<file path="src/rtl/bus_term_pkg.sv">
package bus_term_pkg;

    typedef enum logic [1:0] {
        TC_NORMAL = 2'b00,
        TC_HALT   = 2'b01,
        TC_BERR   = 2'b10,
        TC_RETRY  = 2'b11
    } term_code_e;

    typedef enum logic [2:0] {
        ST_IDLE,
        ST_WAIT,
        ST_LATE,
        ST_COMMIT,
        ST_DRAIN
    } bus_state_e;

    // Synchronised responder inputs, active high
    typedef struct packed {
        logic ack;
        logic berr;
        logic halt;
    } term_in_t;

    function automatic term_code_e classify(input logic err, input logic hlt);
        if (err) return hlt ? TC_RETRY : TC_BERR;
        return hlt ? TC_HALT : TC_NORMAL;
    endfunction

endpackage

</file>
<file path="src/rtl/term_sync.sv">
module term_sync #(
    parameter int W      = 3,
    parameter int STAGES = 2
) (
    input  logic         clk,
    input  logic         rst,
    input  logic [W-1:0] raw_n,
    output logic [W-1:0] act
);
    logic [W-1:0] chain [STAGES];

    generate
        for (genvar s = 0; s < STAGES; s++) begin : g_stage
            always_ff @(posedge clk) begin
                if (rst) chain[s] <= '1;
                else if (s == 0) chain[s] <= raw_n;
                else chain[s] <= chain[(s == 0) ? 0 : s-1];
            end
        end
    endgenerate

    assign act = ~chain[STAGES-1];
endmodule

</file>
<file path="src/rtl/term_timer.sv">
module term_timer #(
    parameter int TMO_W    = 4,
    parameter int TMO_STEP = 16
) (
    input  logic             clk,
    input  logic             rst,
    input  logic             run,
    input  logic             en,
    input  logic [TMO_W-1:0] sel,
    output logic             expire
);
    localparam int CNT_W = TMO_W + $clog2(TMO_STEP) + 1;
    localparam logic [CNT_W-1:0] ONE   = CNT_W'(1);
    localparam logic [CNT_W-1:0] STEPV = CNT_W'(TMO_STEP);

    logic [CNT_W-1:0] cnt;
    logic [CNT_W-1:0] lim;

    assign lim    = (CNT_W'(sel) + ONE) * STEPV;
    assign expire = en && run && (cnt == lim - ONE);

    always_ff @(posedge clk) begin
        if (rst || !run) cnt <= '0;
        else             cnt <= cnt + ONE;
    end
endmodule

</file>
<file path="src/rtl/term_fsm.sv">
module term_fsm
    import bus_term_pkg::*;
#(
    parameter int RETRY_W   = 2,
    parameter int RETRY_MAX = 2
) (
    input  logic       clk,
    input  logic       rst,
    input  logic       start,
    input  term_in_t   tin,
    input  logic       expire,
    output logic       run,
    output logic       as_n,
    output logic       done,
    output term_code_e code,
    output logic       exc_req,
    output logic       retry_req
);
    localparam logic [RETRY_W-1:0] RMAX = RETRY_W'(RETRY_MAX);
    localparam logic [RETRY_W-1:0] RONE = RETRY_W'(1);

    bus_state_e         state, nxt;
    term_code_e         code_q, nxt_code, raw, fin;
    logic [RETRY_W-1:0] rcnt, nxt_r;
    logic               hk, nxt_hk;
    logic               decide;

    always_comb begin
        nxt      = state;
        nxt_code = code_q;
        nxt_r    = rcnt;
        nxt_hk   = hk;
        raw      = TC_NORMAL;
        decide   = 1'b0;
        unique case (state)
            ST_IDLE: if (start) nxt = ST_WAIT;
            ST_WAIT: begin
                if (tin.berr || expire) begin
                    raw    = classify(1'b1, tin.halt);
                    decide = 1'b1;
                end else if (tin.ack) begin
                    nxt    = ST_LATE;
                    nxt_hk = tin.halt;
                end
            end
            ST_LATE: begin
                raw    = classify(tin.berr, tin.berr ? (hk | tin.halt) : hk);
                decide = 1'b1;
            end
            ST_COMMIT: nxt = ST_DRAIN;
            ST_DRAIN: begin
                if (!tin.ack && !tin.berr && !tin.halt)
                    nxt = (code_q == TC_RETRY) ? ST_WAIT : ST_IDLE;
            end
            default: nxt = ST_IDLE;
        endcase
        fin = (raw == TC_RETRY && rcnt >= RMAX) ? TC_BERR : raw;
        if (decide) begin
            nxt      = ST_COMMIT;
            nxt_code = fin;
            nxt_r    = (fin == TC_RETRY) ? rcnt + RONE : '0;
        end
    end

    always_ff @(posedge clk) begin
        if (rst) begin
            state  <= ST_IDLE;
            code_q <= TC_NORMAL;
            rcnt   <= '0;
            hk     <= 1'b0;
        end else begin
            state  <= nxt;
            code_q <= nxt_code;
            rcnt   <= nxt_r;
            hk     <= nxt_hk;
        end
    end

    assign run       = (state == ST_WAIT);
    assign as_n      = !(state == ST_WAIT || state == ST_LATE);
    assign done      = (state == ST_COMMIT);
    assign code      = code_q;
    assign exc_req   = done && (code_q == TC_BERR);
    assign retry_req = done && (code_q == TC_RETRY);
endmodule

</file>
<file path="src/rtl/bus_term_ctrl.sv">
module bus_term_ctrl
    import bus_term_pkg::*;
#(
    parameter int SYNC_STAGES = 2,
    parameter int TMO_W       = 4,
    parameter int TMO_STEP    = 16,
    parameter int RETRY_W     = 2,
    parameter int RETRY_MAX   = 2
) (
    input  logic             clk,
    input  logic             rst,
    input  logic             start_i,
    input  logic             ack_ni,
    input  logic             berr_ni,
    input  logic             halt_ni,
    input  logic             tmo_en_i,
    input  logic [TMO_W-1:0] tmo_sel_i,
    output logic             as_no,
    output logic             done_o,
    output logic [1:0]       code_o,
    output logic             exc_req_o,
    output logic             retry_req_o
);
    localparam int NIN = 3;

    logic [NIN-1:0] act;
    term_in_t       tin;
    logic           run, expire;
    term_code_e     code;

    term_sync #(.W(NIN), .STAGES(SYNC_STAGES)) u_sync (
        .clk   (clk),
        .rst   (rst),
        .raw_n ({ack_ni, berr_ni, halt_ni}),
        .act   (act)
    );

    assign tin = term_in_t'(act);

    term_timer #(.TMO_W(TMO_W), .TMO_STEP(TMO_STEP)) u_timer (
        .clk    (clk),
        .rst    (rst),
        .run    (run),
        .en     (tmo_en_i),
        .sel    (tmo_sel_i),
        .expire (expire)
    );

    term_fsm #(.RETRY_W(RETRY_W), .RETRY_MAX(RETRY_MAX)) u_fsm (
        .clk       (clk),
        .rst       (rst),
        .start     (start_i),
        .tin       (tin),
        .expire    (expire),
        .run       (run),
        .as_n      (as_no),
        .done      (done_o),
        .code      (code),
        .exc_req   (exc_req_o),
        .retry_req (retry_req_o)
    );

    assign code_o = code;
endmodule

</file>
<file path="config.mk">
export PLATFORM = sky130hd
export DESIGN_NAME = bus_term_ctrl
export DESIGN_NICKNAME = d
export VERILOG_FILES = /design/src/rtl/bus_term_pkg.sv /design/src/rtl/term_sync.sv /design/src/rtl/term_timer.sv /design/src/rtl/term_fsm.sv /design/src/rtl/bus_term_ctrl.sv
export SDC_FILE = /design/constraint.sdc
export NUM_CORES = 1
export LEC_CHECK = 0
export ABC_AREA = 1
export ABC_CLOCK_PERIOD_IN_PS = 1740
export BUFFER_PORTS_ARGS = -buffer_cell sky130_fd_sc_hd__buf_2
export CAP_MARGIN = 20
export CORE_MARGIN = 5
export CORE_UTILIZATION = 55
export DETAILED_ROUTE_END_ITERATION = 8
export PLACE_DENSITY_LB_ADDON = 0.25
export SYNTH_ARGS = -nofsm -noshare
export SYNTH_HDL_FRONTEND = slang
export SYNTH_SLANG_ARGS = --single-unit
export TNS_END_PERCENT = 30
</file>
<file path="constraint.sdc">
create_clock -name clk -period 1.74 [get_ports clk]
set_input_delay 0.174 -clock clk [delete_from_list [all_inputs] [get_ports clk]]
set_output_delay 0.174 -clock clk [all_outputs]
set_load 0.005 [all_outputs]
</file>
### Word level (Yosys, flattened, before mapping)

Memories as Yosys holds them, arrays and structs flattened.
Cells that the tools add are included.

* bitwise gates (word level): 6
* muxes and demuxes: 30
* add/subtract/negate cells: 4
* equal/unequal tests: 18
* $lt $le $gt $ge: 1
* reductions and logical operators: 20

Operators with widths (number)
* 3-bit two-way mux: 6
* 3-bit case mux with 5 select lines: 1
* 1-bit two-way mux: 14
* 2-bit two-way mux: 7
* 5-bit AND reduction: 2
* 9-bit by 1-bit adder with 9-bit output (second input constant): 1
* 9-bit equality test: 1
* 9-bit by 1-bit subtractor with 9-bit output (second input constant): 1
* 2-bit equality test (second input constant): 4
* 1-bit logical AND: 7
* 3-bit by 2-bit equality test with 1-bit output (second input constant): 2
* 2-bit by 1-bit inequality test with 1-bit output (second input constant): 3
* 3-bit by 1-bit inequality test with 1-bit output (second input constant): 2
* 3-bit by 2-bit inequality test with 1-bit output (second input constant): 2
* 4-bit by 1-bit adder with 5-bit output (second input constant): 1
* 1-bit zero test: 5
* 2-bit inequality test (second input constant): 2
* 2-bit case mux with 2 select lines: 1
* 3-bit by 1-bit equality test with 1-bit output (second input constant): 1
* 3-bit equality test (second input constant): 1
* 3-bit zero test: 1
* 1-bit logical OR: 3
* 3-bit NOT: 1
* 1-bit OR: 3
* other kinds (6): 7

* memories kept: 1
* word-level logic and storage cells: 86
* bits of input ports: 11
* RAM bits: 6
* output and inout port bits: 6
* bits in registers: 17

Memories
* u_sync.chain: depth 2, bits a word 3, rd ports 2, clocked after Yosys merged registers in 0, write ports 2, RTL line term_sync.sv:10 `logic [W-1:0] chain [STAGES];`

### Depth between registers and ports, before layout

* word-level depth: 15
* depth in mapped cells: 13
* gate-level depth less buffers: 13

### By module

Synthesis repeated with hierarchy kept, for this count alone.

* cell total of the unflattened synthesis: 204
* area total of the unflattened synthesis: 1283.7 sq um

Modules (own cells, without submodules)
* term_timer: area an instance 601.8 sq um, sequential area each 180.2 sq um, cells an instance 97, times used 1
* term_fsm: area an instance 501.7 sq um, sequential area each 160.2 sq um, cells an instance 85, times used 1
* term_sync: area an instance 180.2 sq um, sequential area each 120.1 sq um, cells an instance 22, times used 1

### Worst setup path before layout

No wires, ideal clock.

* path type: flip-flop to flip-flop
* start point: register u_timer.cnt[0]
* end point: register u_fsm.rcnt[1]
* cell stages (with the launch flop): 13
* required time: 1624 ps
* buffers on the path: 0
* path slack: 147 ps
* setup time: 116 ps
* data arrival time: 1477 ps
* cell sequence: dfxtp_1 > ha_1 > nand2_1 > nor2_2 > nand2_1 > nor2_2 > nand3_2 > o21ai_4 > nand2_1 > nand2_2 > nor2_1 > nand2_1 > o21ai_1

* cells in the longest elaborated chain, start to end: 10
* elaborated cells on any way between the ends: 12
* those cells by class: 3 x eq/ne; 6 x mux; 3 x reduce/logical

RTL lines
* from (decl): RTL line term_timer.sv:16 `logic [CNT_W-1:0] cnt;`
* from (signal assigned): RTL line term_timer.sv:24 `else cnt <= cnt + ONE;`
* 9-bit equality test *: RTL line term_timer.sv:20 `assign expire = en && run && (cnt == lim - ONE);`
* 1-bit logical AND *: RTL line term_timer.sv:20
* 1-bit logical OR *: RTL line term_fsm.sv:38 `if (tin.berr || expire) begin`
* 2-bit two-way mux: RTL line term_fsm.sv:38
* 2-bit case mux with 2 select lines: RTL line term_fsm.sv:35 `unique case (state)`
* 2-bit equality test: RTL line term_fsm.sv:57 `fin = (raw == TC_RETRY && rcnt >= RMAX) ? TC_BERR : raw;`
* 1-bit logical AND: RTL line term_fsm.sv:57
* 2-bit two-way mux: RTL line term_fsm.sv:57
* 2-bit equality test: RTL line term_fsm.sv:61 `nxt_r = (fin == TC_RETRY) ? rcnt + RONE : '0;`
* 2-bit two-way mux: RTL line term_fsm.sv:61
* to (signal assigned): RTL line term_fsm.sv:74 `rcnt <= nxt_r;`
* to (decl): RTL line term_fsm.sv:24 `logic [RETRY_W-1:0] rcnt, nxt_r;`

Mark *: on every way between the ends. The rest lies on a longest branch, timed or not.
A chain may end at the register's enable or synchronous reset.

### Worst setup path in the final report

* start point: register u_timer.cnt[1]
* end point: register u_fsm.rcnt[1]

Same word-level chain as after synthesis.

==> qor.yml <==
fin_cells: 228
p_leak_nw: 0.653
ant_nets: 0
start_util_pct: 55.8
p_seq_share_pct: 55.9
grt_pass1_vias: 961
finalCritPeriodShare_pct: 96.9
grt_pass1_wl_um: 3950
row_count: 17
dieWidth_um: 56.7
required_ns: 1.95
hpwl_um: 1780
skew_ns: 0.00197
final_cell_mix: "nand2_1 (39), inv_1 (26), dfxtp_1 (20)"
p_int_w: 0.000719
synth.distinct_cells: 26
clkLatencyLatePin_ns: 0.30
p_switching_w: 0.000302
netlist_area_um2: 1200
finalSetupTns_ns: 0
slew_viol_final: 0
tightestPinTransition_ns: 0.262
synth_seq_cells: 23
ios: 17
max-slew-margin-rel_pct: 82.4
grt_remaining_overflow: 0
crit_chain: "ha_4 -> nand2_4 -> nor2_4 -> nand2_2 -> nor2_2 -> nand3_2 -> o21ai_4 -> nand2_1 -> nand2_2 -> nor2_2 -> nand2_1 -> o21ai_1"
clk_pin_slew_ns: 0.13
viasPerCell: 5.06
path_class: "reg2reg"
drc: 0
min_path_type: "in2reg"
maxCapViolCount: 0
die_height_um: 56.7
irDropWorstVdd_v: 0.000562
core_um2: 2150
cts_htree_levels: 1
p_clk_share_pct: 24.4
startpoint_type: "register"
seq_area_frac_synth_pct: 38.4
place.gp.congestion: 0.833
crit_slowest_cell: "dfxtp_2"
vias: 1153
routed_wirelength_um: 2480
worst-endpoint-arrival_ns: 1.90
antenna_found_initial: 0
fmax_ghz: 0.593
n_antenna_cell: 0
combPwrFrac_pct: 19.8
clock_sinks: 23
area_growth_pct: 20.3
synth.avg_cell_area_um2: 6.89
gr-usage-all-layers_pct: 15.3
grt_max_degree: 14
drive_above_1_share_pct: 27.5
hold_buffers: 0
drtIter0Drc: 33
max_stage_delay_ns: 0.38
hold_slack_ns: 0.0357
cts_buffers: 3
synthesis.nets: 188
die_area_um2: 3210
mostFrequentLayoutCell: "nand2_1"
nets: 215
timing.final.hold_violations: 0
status: "completed"
post_drt_wl_per_cell_um: 10.9
rsz0062_at_grt: "true"
cp_max_fo: 7
cts_tree: "yes"
period_needed_ns: 1.69
clockBufferDepth: 2
yosys_warnings: 0
dr.pass1.iters: 4
finalSetupViolCount: 0
syn_inst: 174
p_sw_share_pct: 29.5
port_buffers: 16
powerDensity_nw_per_um2: 708
ctsRootBufferMaster: "clkbuf_4"
endpoint_kind: "register"
dp.cells: 218
## Yosys cell counts
master	count	area share [%]
xor2_1	3	2.2
dfxtp_1	23	38
nand3_2	1	0.84
nand2_4	1	0.94
nand2_1	42	13
nor2_2	2	1.0
inv_2	2	0.63
nor2_4	1	0.94
ha_1	3	3.1
clkbuf_1	1	0.31
nand4_1	3	1.6
o211ai_1	1	0.63
nand2_2	1	0.52
nor2_1	17	5.3
nor3_1	5	2.1
o21ai_4	1	1.4
nor4_1	2	1.0
a21oi_1	7	2.9
inv_1	26	8.1
nor3b_1	1	0.63
a31oi_1	1	0.52
buf_6	1	0.94
o21ai_0	5	2.1
or2_2	6	3.1
nand3_1	17	7.1
o21ai_1	1	0.42
## final timing paths
| kind | start | to | slack [ns] | depth (start not counted) |
|---|---|---|---|---|
| max reg2reg | u_timer.cnt[1] | u_fsm.rcnt[1] | 0.05 | 12 |
| max | u_timer.cnt[1] | u_fsm.rcnt[1] | 0.05 | 12 |
| min reg2reg | u_sync.chain[0][0] | u_sync.chain[1][0] | 0.43 | 1 |
| min | ack_ni | u_sync.chain[0][2] | 0.04 | 2 |
## area by class of cell
type	count	area, um^2
Clock buffer	3	22.5
Clock inverter	1	5.00
Fill cell	199	707
Inverter	28	105
Multi-Input combinational cell	121	669
Sequential cell	23	464
Tap cell	28	35.0
Timing Repair Buffer	24	140
## state kept, by name, summed over array words and instances (netlist names)
register	flops
u_timer.cnt	9
u_sync.chain	6
u_fsm.state	3
u_fsm.code	2
u_fsm.rcnt	2
u_fsm.hk	1
## timing repair
action,CTS,global route
gates resized for setup,0,16
setup endpoints to repair,3,8
pin swaps,1,13
buffers inserted,0,6
gates cloned,0,0
## layer usage
layer | track usage, % | part of all wire [%] | up-vias
met1 | 20.2 | 47 | 523
met2 | 24.1 | 48 | 23
met4 | 5.76 | 0.81 | 0
li1 | - | - | 605
met3 | 3.22 | 4.3 | 2
met5 | 0 | 0 | -
## power groups by stage
stage               registers (W)  logic [W]  clock network, W
finish                   0.000570   0.000202          0.000249
global route             0.000573   0.000229          0.000288
CTS                      0.000567   0.000177          0.000256
detailed placement       0.000579   0.000176                 0
global placement         0.000577   0.000173                 0
floorplan                0.000576   0.000127                 0
## worst max-delay path, delay by kind of cell, from the launching register on
| family | cells | cell delay (ns) |
|---|---|---|
| DFF | 1 | 0.38 |
| AOI/OAI and AO/OA | 2 | 0.29 |
| adders and majority gates | 1 | 0.15 |
| and+or+nand+nor | 9 | 0.78 |
## stage by stage
| stage | setup WS (ns) | cell area, um^2 | util, % | power, W |
|---|---|---|---|---|
| 4_1_cts | 0.00130 | 1340 | 62.4 | 0.00100 |
| 2_1_floorplan | 0.147 | 1200 | - | 0.000702 |
| 3_5_place_dp | -0.0166 | 1310 | 61.2 | 0.000755 |
| 3_3_place_gp | 0.0297 | 1310 | 61.2 | 0.000750 |
| 5_1_grt | -0.0875 | 1440 | 67.1 | 0.00109 |
| 6_report | 0.0537 | 1440 | 67.1 | 0.00102 |
## cell families after synthesis
logic type / after synthesis / synth area share [%]
compound gates: 16 / 7.93
xor+xnor: 3 / 2.19
buf+inv: 30 / 10.0
simple gates: 99 / 38.3
fa+ha+maj: 3 / 3.13
flops: 23 / 38.4
Note: power is estimated with default switching activity, not from simulation.
